File: config.mk
export PLATFORM = sky130hd
export DESIGN_NAME = dbgwire_host
export DESIGN_NICKNAME = d
export VERILOG_FILES = /design/src/rtl/dbgwire_pkg.sv /design/src/rtl/dbgwire_datapath.sv /design/src/rtl/dbgwire_control.sv /design/src/rtl/dbgwire_host.sv
export SDC_FILE = /design/constraint.sdc
export NUM_CORES = 1
export LEC_CHECK = 0
export BUFFER_PORTS_ARGS = -buffer_cell sky130_fd_sc_hd__buf_2
export CAP_MARGIN = 40
export CORE_ASPECT_RATIO = 0.8
export CORE_MARGIN = 2
export CORE_UTILIZATION = 51
export CTS_CLUSTER_DIAMETER = 200
export CTS_CLUSTER_SIZE = 30
export DETAILED_ROUTE_END_ITERATION = 6
export PLACE_DENSITY_LB_ADDON = 0.08
export SLEW_MARGIN = 20
export SYNTH_ARGS = -nofsm -noshare
export SYNTH_HDL_FRONTEND = slang
export SYNTH_SLANG_ARGS = --single-unit
File: constraint.sdc
create_clock -name clk -period 2.3 [get_ports clk]
set_clock_uncertainty 0.1 [all_clocks]
set_input_delay 0 -clock clk [delete_from_list [all_inputs] [get_ports clk]]
set_output_delay 0 -clock clk [all_outputs]
set_load 0.005 [all_outputs]
File: src/rtl/dbgwire_pkg.sv
`timescale 1ns/1ps
package dbgwire_pkg;
  localparam int BITS       = 8;
  localparam int BIDX_W     = $clog2(BITS);
  localparam int CELL_TICKS = 16;
  localparam int PH_W       = $clog2(CELL_TICKS);
  localparam int ONE_LOW    = 4;
  localparam int ZERO_LOW   = 13;
  localparam int STROBE_LOW = 4;
  localparam int SAMPLE_AT  = 10;

  typedef enum logic [1:0] {ST_IDLE, ST_TX, ST_RX} state_t;

  typedef struct packed {
    logic divRestart;
    logic loadTx;
    logic clrRx;
    logic shiftOut;
    logic sampleIn;
  } strobe_t;
endpackage

File: src/rtl/dbgwire_datapath.sv
`timescale 1ns/1ps
module dbgwire_datapath
  import dbgwire_pkg::*;
#(
  parameter int DIV_W = 8
) (
  input  logic             clk,
  input  logic             rst_n,
  input  logic [DIV_W-1:0] divCfg,
  input  logic [BITS-1:0]  txData,
  input  logic             lineIn,
  input  strobe_t          stb,
  output logic             tick,
  output logic             txMsb,
  output logic             lineRise,
  output logic [BITS-1:0]  rxByte
);
  logic [DIV_W-1:0] divCnt;
  logic [BITS-1:0]  txShift;
  logic             syncA, syncB, syncPrev;

  // clock-enable divider: one tick per debug cycle
  always_ff @(posedge clk or negedge rst_n) begin
    if (!rst_n) divCnt <= '0;
    else if (stb.divRestart || divCnt == '0) divCnt <= divCfg;
    else divCnt <= divCnt - 1'b1;
  end
  assign tick = (divCnt == '0) && !stb.divRestart;

  always_ff @(posedge clk or negedge rst_n) begin
    if (!rst_n) txShift <= '0;
    else if (stb.loadTx) txShift <= txData;
    else if (stb.shiftOut) txShift <= {txShift[BITS-2:0], 1'b0};
  end
  assign txMsb = txShift[BITS-1];

  // two-flop synchroniser plus one stage for edge detection; idle wire is high
  always_ff @(posedge clk or negedge rst_n) begin
    if (!rst_n) begin
      syncA <= 1'b1;
      syncB <= 1'b1;
      syncPrev <= 1'b1;
    end else begin
      syncA <= lineIn;
      syncB <= syncA;
      syncPrev <= syncB;
    end
  end
  assign lineRise = syncB && !syncPrev;

  always_ff @(posedge clk or negedge rst_n) begin
    if (!rst_n) rxByte <= '0;
    else if (stb.clrRx) rxByte <= '0;
    else if (stb.sampleIn) rxByte <= {rxByte[BITS-2:0], syncB};
  end
endmodule

File: src/rtl/dbgwire_control.sv
`timescale 1ns/1ps
module dbgwire_control
  import dbgwire_pkg::*;
#(
  parameter int TO_W = 16
) (
  input  logic            clk,
  input  logic            rst_n,
  input  logic            txStart,
  input  logic            rxStart,
  input  logic            tick,
  input  logic            txMsb,
  input  logic            lineRise,
  input  logic [TO_W-1:0] ackLimit,
  output strobe_t         stb,
  output logic            lineOe,
  output logic            lineOut,
  output logic            busy,
  output logic            done,
  output logic            ackSeen,
  output logic            ackTimeout
);
  state_t            state;
  logic [PH_W-1:0]   phase;
  logic [BIDX_W-1:0] bitIdx;
  logic              ackArmed;
  logic [TO_W-1:0]   ackCnt;
  logic              cellEnd, lastBit, txLow;

  assign cellEnd = tick && (phase == PH_W'(CELL_TICKS - 1));
  assign lastBit = (bitIdx == BIDX_W'(BITS - 1));
  assign txLow   = txMsb ? (phase < PH_W'(ONE_LOW)) : (phase < PH_W'(ZERO_LOW));

  always_comb begin
    stb = '0;
    if (state == ST_IDLE) begin
      stb.divRestart = txStart || rxStart;
      stb.loadTx     = txStart;
      stb.clrRx      = rxStart && !txStart;
    end
    stb.shiftOut = (state == ST_TX) && cellEnd;
    stb.sampleIn = (state == ST_RX) && tick && (phase == PH_W'(SAMPLE_AT - 1));
  end

  assign lineOe  = (state == ST_TX) || ((state == ST_RX) && (phase < PH_W'(STROBE_LOW)));
  assign lineOut = (state == ST_TX) && !txLow;
  assign busy    = (state != ST_IDLE);

  always_ff @(posedge clk or negedge rst_n) begin
    if (!rst_n) begin
      state <= ST_IDLE;
      phase <= '0;
      bitIdx <= '0;
      done <= 1'b0;
      ackArmed <= 1'b0;
      ackCnt <= '0;
      ackSeen <= 1'b0;
      ackTimeout <= 1'b0;
    end else begin
      done <= 1'b0;
      // acknowledge watcher, overridden below by a start or a byte end
      if (ackArmed) begin
        if (lineRise) begin
          ackSeen <= 1'b1;
          ackArmed <= 1'b0;
        end else if (tick) begin
          ackCnt <= ackCnt + TO_W'(1);
          if (ackCnt + TO_W'(1) == ackLimit) begin
            ackTimeout <= 1'b1;
            ackArmed <= 1'b0;
          end
        end
      end
      case (state)
        ST_IDLE: begin
          if (txStart || rxStart) begin
            state <= txStart ? ST_TX : ST_RX;
            phase <= '0;
            bitIdx <= '0;
            ackArmed <= 1'b0;
          end
        end
        default: begin
          if (tick) phase <= phase + 1'b1;
          if (cellEnd) begin
            bitIdx <= bitIdx + 1'b1;
            if (lastBit) begin
              state <= ST_IDLE;
              done <= 1'b1;
              if (state == ST_TX) begin
                ackArmed <= 1'b1;
                ackSeen <= 1'b0;
                ackTimeout <= 1'b0;
                ackCnt <= '0;
              end
            end
          end
        end
      endcase
    end
  end
endmodule

File: src/rtl/dbgwire_host.sv
`timescale 1ns/1ps
module dbgwire_host
  import dbgwire_pkg::*;
#(
  parameter int DIV_W = 8,
  parameter int TO_W  = 16
) (
  input  logic             clk,
  input  logic             rst_n,
  input  logic [DIV_W-1:0] divCfg,
  input  logic [TO_W-1:0]  ackLimit,
  input  logic             txStart,
  input  logic [BITS-1:0]  txData,
  input  logic             rxStart,
  input  logic             lineIn,
  output logic             lineOe,
  output logic             lineOut,
  output logic             busy,
  output logic             done,
  output logic [BITS-1:0]  rxData,
  output logic             ackSeen,
  output logic             ackTimeout
);
  strobe_t stb;
  logic    tick, txMsb, lineRise;

  dbgwire_datapath #(.DIV_W(DIV_W)) u_dp (
    .clk(clk), .rst_n(rst_n), .divCfg(divCfg), .txData(txData), .lineIn(lineIn),
    .stb(stb), .tick(tick), .txMsb(txMsb), .lineRise(lineRise), .rxByte(rxData)
  );

  dbgwire_control #(.TO_W(TO_W)) u_ctl (
    .clk(clk), .rst_n(rst_n), .txStart(txStart), .rxStart(rxStart), .tick(tick),
    .txMsb(txMsb), .lineRise(lineRise), .ackLimit(ackLimit), .stb(stb),
    .lineOe(lineOe), .lineOut(lineOut), .busy(busy), .done(done),
    .ackSeen(ackSeen), .ackTimeout(ackTimeout)
  );
endmodule

# Word level (Yosys, flattened, before mapping)
# Cells that the tools add are included.
# word_totals
ff_bits,56
output_inout_bits,14
# classes
n_mux,51
addsub,4
reduce_logical,27
magnitude_cmp,2
n_eq_ne,7
# op_table
op,n
16-bit 2-to-1 mux,7
8-bit 2-to-1 mux,5
1-bit 2-to-1 mux,27
16-bit by 1-bit adder with 16-bit output (second input constant),1
16-bit == test,1
3-bit 2-to-1 mux,4
4-bit 2-to-1 mux,3
2-bit nonzero test,6
2-bit 2-to-1 mux,5
1-bit logical AND,9
4-bit == test (second input constant),2
8-bit zero test,1
8-bit by 1-bit subtractor with 8-bit output (second input constant),1
4-bit by 1-bit adder with 4-bit output (second input constant),1
1-bit zero test,4
4-bit by 3-bit less-than comparator with 1-bit output (second input constant),1
4-bit less-than comparator (second input constant),1
2-bit AND reduction,2
3-bit by 1-bit adder with 3-bit output (second input constant),1
3-bit == test (second input constant),1
1-bit logical OR,3
3-bit AND reduction,1
2-bit by 1-bit == test with 1-bit output (second input constant),1
2-bit == test (second input constant),1
2 further kinds,2

# Logic depth before layout (Yosys ltp)
# Gate-level depths: netlist of run 1.
# logic_depth
ltp_word,12
mapped_depth,8

# Modules after synthesis
# A second synthesis of run 1 with hierarchy kept.
# hier_totals
cells_unflattened,333
hier_area_um2,3130.5
# modules_own_cells
module,area_per_inst_um2,n_inst,cells_per_inst
dbgwire_control,1889.3,1,223
dbgwire_datapath,1241.2,1,110

# Least setup slack after synthesis of run 1
# No wires, ideal clock.
# synth_path
path_kind,flip-flop to flip-flop
startpoint,register u_dp.divCnt[3]
endpoint,register u_ctl.ackCnt[7]
path_stages_with_launch,7
path_buffers,1
synth_period_minus_slack_ns,2.133
arrival_time_ns,1.956
path_slack_ns,0.167
setup_time_ns,0.077
cell_sequence,dfrtp_1 nor4_4 nand3_4 or3_4 buf_6 or3_1 a21oi_1
# synth_via
elab_chain_cells,9
word_cells_on_any_way,10
classes_between,mux: 7; reduce/logical: 3
# synth_rtl
element,line_no,source
start: declaration,dbgwire_datapath.sv:18,logic [DIV_W-1:0] divCnt;
start signal: assignment,dbgwire_datapath.sv:25,else if (stb.divRestart || divCnt == '0) divCnt <= divCfg;
start signal: assignment,dbgwire_datapath.sv:26,else divCnt <= divCnt - 1'b1;
8-bit zero test (*),dbgwire_datapath.sv:28,assign tick = (divCnt == '0) && !stb.divRestart;
1-bit logical AND (*),dbgwire_datapath.sv:28,
16-bit 2-to-1 mux,dbgwire_control.sv:66,end else if (tick) begin
16-bit 2-to-1 mux,dbgwire_control.sv:63,if (lineRise) begin
16-bit 2-to-1 mux,dbgwire_control.sv:62,if (ackArmed) begin
16-bit 2-to-1 mux,dbgwire_control.sv:90,if (state == ST_TX) begin
16-bit 2-to-1 mux,dbgwire_control.sv:87,if (lastBit) begin
16-bit 2-to-1 mux,dbgwire_control.sv:85,if (cellEnd) begin
16-bit 2-to-1 mux (*),dbgwire_control.sv:74,case (state)
end signal: assignment,dbgwire_control.sv:67,ackCnt <= ackCnt + TO_W'(1);
end: declaration,dbgwire_control.sv:27,logic [TO_W-1:0] ackCnt;
# Mark *: on every way between the ends. The rest lies on a longest branch, timed or not.
# A chain may end at the register's enable or synchronous reset.

# Final worst setup path of run 1
# layout_path
startpoint,register u_dp.divCnt[5]
endpoint,register u_ctl.ackCnt[5]
# The elaborated chain is that of the path after synthesis.

==> metrics.txt, run 1 <==
status=completed; PwrDens=609 mW/mm^2; 1st-pass router iterations=4; Num CTS Buffers=5; Buf+Inv Stages, Crit Path=0; Num Clock Sinks=56; Synthesis Warnings=0; die width=between 90 and 100 um; Core Region=0.00597 mm^2; Std-Cell Rows=25; CP peak stage delay=460 ps; largest area contributor in the netlist=dfrtp_1; highest clock rate=456 MHz; #FFs+latches synth=56; Routed Antenna Nets=0; die footprint=0.00687 mm^2; IO Port Bufs=50; post-placement cell count=479; CP max FO=12; clock insertion delay at the later pin of the skew report=310 ps; largest cells by area after synthesis=dfrtp_1 42%, xnor2_1 7.5%, nor2_1 5.2%; leakage power=1.78 nW; Main synth FF type=dfrtp_1; CP arrival=2330 ps; Finished Layout Cells=507; fin crit share=95.4%; worst vdd ir=between 0.0004 and 0.0005 V; max-cap viol count=0; asr flop ratio synth=100%; TNS Setup=0 ps; unrepaired setup endpoints after global routing=true; Worst R2R Setup Slack=110 ps; min-delay worst type=primary input to register; Worst Hold Margin=about 28 ps; H-tree depth=2; first-pass GRT wire length=11,900 um; WS Path Type=register to register; commonest non-fill, non-tap cell in the layout=dfrtp_1; Gate Count Post-Synth=338; relative slew slack=55.1%; Required @ worst endpoint=2440 ps; worst slew pin tran=674 ps; post-synthesis sequential area ratio=44.3%; Yosys cell types=45; CTS max path bufs=2; initial antenna violation count=0; Layout Nets=470; worst-path cell chain=nor4_4 -> nand3_4 -> or3_4 -> or3_2 -> a21oi_1; Hold Crit Depth=4; initial DRC count=115; Initial Util=53.1%; largest net degree at the start of global routing=30; stages on the worst setup path=5; Crit-path slowest cell=or3_2; Residual DRC=0; delay-heaviest family, CP=simple AND/OR/NAND/NOR gates; GPL Wtd Cong=0.907; clk root buf=clkbuf_8; most frequent cells in the layout=52 x dfrtp_1, 50 x buf_2, 44 x nor2_1; vias in the first global route=~2,600; Layout area overhead=24.4%; fraction of layout cells with a size suffix above 1=23.9%; IO Count=51; ant diodes=0; syn_area_per_cell=9.39 um^2; CP Launch Type=register; post-layout min period=roughly 2200 ps; Hold Violations, Final=0; DR WL/cell=13.7 um; chip height=74.6 um; Synth top area share=41.8%; total track usage=between 20% and 30%; via count=roughly 2,600; Post-Synthesis Cell Area=0.00317 mm^2; Pins Over Slew Limit=0; Via density=5.17; net count after synthesis=383; final WL=~7000 um; DP Wirelength=a little over 5000 um; critical path endpoint category=register; Reg2Reg Depth=5; total gr overflow=0; CTS tree=built; endpoints failing setup=0; clk slew on worst S/H paths=~100 ps; EDFF count, synth=0
==> sequential cells by signal, summed over array words and instances (netlist names), 2 cells and up <==
signal / cells
u_dp.divCnt: 8
u_ctl.phase: 4
u_dp.txShift: 8
u_ctl.state: 2
u_dp.rxByte: 8
u_ctl.bitIdx: 3
u_ctl.ackCnt: 16
==> area by class of cell <==
class,instances,area (um^2)
fill,524,2030
clock inverter,1,8.76
timing repair buffer,95,653
tap,81,101
clock buffer,7,76.3
inverter,14,52.6
multi-input combinational,253,1650
sequential,56,1410
==> cells in the mapped netlist (2+ instances only) <==
master    count
mux2_2        3
nor4_4        3
inv_1        14
clkbuf_1      8
a31oi_1       3
mux2i_1      13
nor2b_1       3
dfstp_2       3
nand2b_1      4
a21o_1        2
nor2_1       44
nor3_1       10
nor3b_1       3
nand4_1       6
a22oi_1       4
nand3_1      13
xor2_1       14
a21oi_1      13
dfrtp_1      53
nor4_1        4
o21ai_0      17
or3_2         2
ha_1          8
or4_1         2
nand2_1      33
xnor2_1      27
buf_2         5
or3_1         7
==> power breakdown <==
group	internal, mW	total [mW]	leakage (nW)	switching (mW)
clock network	0.221	0.540	0.0428	0.320
logic	0.283	0.558	1.08	0.275
registers	1.16	1.31	0.658	0.148
==> worst reg2reg max path, stage by stage (launching register included) <==
cell and delay, ps:
dfrtp_1 430, nor4_4 400, nand3_4 160, or3_4 430, or3_2 470, a21oi_1 140
==> what timing repair did <==
| item | in CTS | in global routing |
|---|---|---|
| gates resized for setup | 0 | 3 |
| endpoints found under the hold margin | 41 | 0 |
| setup buffers | 0 | 2 |
| setup endpoints to repair | 0 | 4 |
| hold buffers | 18 | 0 |
==> metrics by stage <==
step	total power, mW	util (%)	area [um^2]	setup slack (ps)
2_1_floorplan	1.65	-	3170	167
3_3_place_gp	1.84	61.3	3660	87.5
3_5_place_dp	1.86	61.3	3660	61.5
4_1_cts	2.44	65.7	3930	30.5
5_1_grt	2.58	66.1	3950	-37.9
6_report	2.41	66.1	3950	106
==> kinds of logic (layout without fill, tap and decap cells) <==
group	Yosys count	in the layout	share of synthesized area, %
simple gates	143	143	23.8
flops	56	56	44.3
compound gates	45	45	8.40
xor+xnor	41	41	11.3
buf+inv	29	117	3.90
mux	16	16	5.17
fa+ha+maj	8	8	3.15
==> per-layer routing <==
metal  share of wire, %  vias up  GRT usage [%]
met1                 48     1232           30.7
li1                   -     1325              -
met5                  0        -              0
met3                4.5        6           3.65
met2                 46       58           35.9
met4               0.92        0           5.47
==> path summary, 6_finish.rpt <==
check,start,end
min in group asynchronous,rst_n,u_dp.divCnt[5]
max in group asynchronous,rst_n,u_dp.rxByte[3]
worst min-delay path,txStart,u_dp.rxByte[7]
worst max register to register,u_dp.divCnt[5],u_ctl.ackCnt[5]
worst min register to register,u_dp.syncA,u_dp.syncB
worst max-delay path,u_dp.divCnt[5],u_ctl.ackCnt[5]
Note: power is estimated with default switching activity, not from simulation.
==> inputs of run 2 (changes only) <==
--- a/config.mk
+++ b/config.mk
@@ -9,7 +9,7 @@
 export CAP_MARGIN = 40
 export CORE_ASPECT_RATIO = 0.8
 export CORE_MARGIN = 2
-export CORE_UTILIZATION = 51
+export CORE_UTILIZATION = 40
 export CTS_CLUSTER_DIAMETER = 200
 export CTS_CLUSTER_SIZE = 30
 export DETAILED_ROUTE_END_ITERATION = 6
==> metrics.txt, run 2 (synthesis gave the netlist of run 1 again) <==
status=completed; most frequent cells in the layout=50 x buf_2, 49 x dfrtp_1, 44 x nor2_1; Clock power frac=26.6%; largest register by flop count=u_ctl.ackCnt; CTS tree=built; Num Clock Sinks=between 50 and 60; ant diodes=0; CTS max path bufs=2; H-tree depth=2; Via density=4.86; Initial Util=~41%; initial DRC count=87; final worst setup slack=117 ps; worst slew pin tran=about 480 ps; initial antenna violation count=0; worst vdd ir=0.000348 V; commonest non-fill, non-tap cell in the layout=buf_2; Required @ worst endpoint=2440 ps; largest net degree at the start of global routing=between 50 and 60; IO Count=between 50 and 60; total gr overflow=0; DP Wirelength=5160 um; Layout Nets=~470; vias in the first global route=2,534; worst slack at placement=45.5 ps; final core area utilization=51.3%; PwrDens=628 mW/mm^2; first-pass GRT wire length=approximately 12,000 um; clk slew on worst S/H paths=100 ps; Std-Cell Rows=29; max reg flops=16; Placement Cell Area=0.00366 mm^2; post-placement cell count=502; Layout area overhead=26.1%; worst setup path end=u_ctl.ackCnt[5]; reg2reg start=u_dp.divCnt[5]; sw frac=between 20% and 30%; Residual DRC=0; highest clock rate=458 MHz; final WL=7270 um; clock insertion delay at the later pin of the skew report=320 ps; Switch Pwr=0.750 mW; TNS Setup=0 ps; die footprint=~0.0087 mm^2; relative slew slack=between 60 and 70%; unrepaired setup endpoints after global routing=false; Worst Hold Margin=33.5 ps; sequential power share=52.1%; Comb power frac=21.3%; via count=2,573; leakage power=roughly 1.8 nW; Pins Over Slew Limit=0; Routed Antenna Nets=0; CP max FO=12; fin crit share=94.9%; CP arrival=~2300 ps; 1st-pass router iterations=4; Num CTS Buffers=5; IO Port Bufs=50; die width=104 um; post-layout min period=2180 ps; endpoints failing setup=0; fraction of layout cells with a size suffix above 1=between 20% and 30%; WS Path Type=register to register; Power Internal=1.76 mW; Hold Violations, Final=0; max-cap viol count=0; min-delay worst type=primary input to register; Worst R2R Setup Slack=120 ps; Core Region=0.00780 mm^2; total track usage=about 18%; Final Instance Area=0.00400 mm^2; Reg2Reg Depth=5; GPL Wtd Cong=approximately 0.85; CP Launch Type=register; Design Power=2.51 mW; clk root buf=clkbuf_8; critical path endpoint category=register; Finished Layout Cells=roughly 530; chip height=roughly 84 um; Worst setup startpoint=u_dp.divCnt[5]; DR WL/cell=13.7 um; R2R Path End=u_ctl.ackCnt[5]
## run 2: critical path: stages, from the launching register on
cell     delay (ps)
dfrtp_1         440
nor4_4          360
nand3_4         140
or3_4           450
or3_2           470
a21oi_1         150
## run 2: worst min path at each step
| stage | start | end | cells after the start |
|---|---|---|---|
| floorplan | rst_n | u_ctl.ackArmed | 0 |
| global placement | rst_n | u_dp.divCnt[5] | 2 |
| detailed placement | rst_n | u_dp.divCnt[5] | 2 |
| CTS | txStart | u_dp.rxByte[0] | 4 |
| global route | txStart | u_dp.rxByte[6] | 4 |
| finish | txStart | u_dp.rxByte[4] | 4 |
## run 2: power groups by stage
| stage | Clock (mW) | Combinational, mW | Sequential, mW |
|---|---|---|---|
| after floorplan | 0 | 0.351 | 1.30 |
| after global placement | 0 | 0.507 | 1.33 |
| after detailed placement | 0 | 0.512 | 1.33 |
| after CTS | 0.698 | 0.539 | 1.31 |
| after global routing | 0.725 | 0.619 | 1.34 |
| final | 0.668 | 0.536 | 1.31 |
## run 2: metal layers
| layer | part of all wire [%] | up-vias | global-route usage [%] |
|---|---|---|---|
| met5 | 0 | - | 0 |
| met4 | 1.1 | 0 | 4.79 |
| met3 | 5.4 | 6 | 4.84 |
| met2 | 42 | 54 | 26.1 |
| met1 | 51 | 1202 | 25.9 |
| li1 | - | 1311 | - |
## run 2: area by class of cell
class	count	area, um^2
clock inverter	2	38.8
sequential	56	1410
multi-input combinational	253	1690
clock buffer	6	72.6
timing repair buffer	90	608
fill	744	3800
inverter	14	52.6
tap	108	135
## run 2: what timing repair did
item                       4_1_cts  5_1_grt
setup endpoints to repair        0        5
buffers inserted                 0        1
hold buffers                    18        0
hold endpoints to repair        73        0
resized for setup                0       11
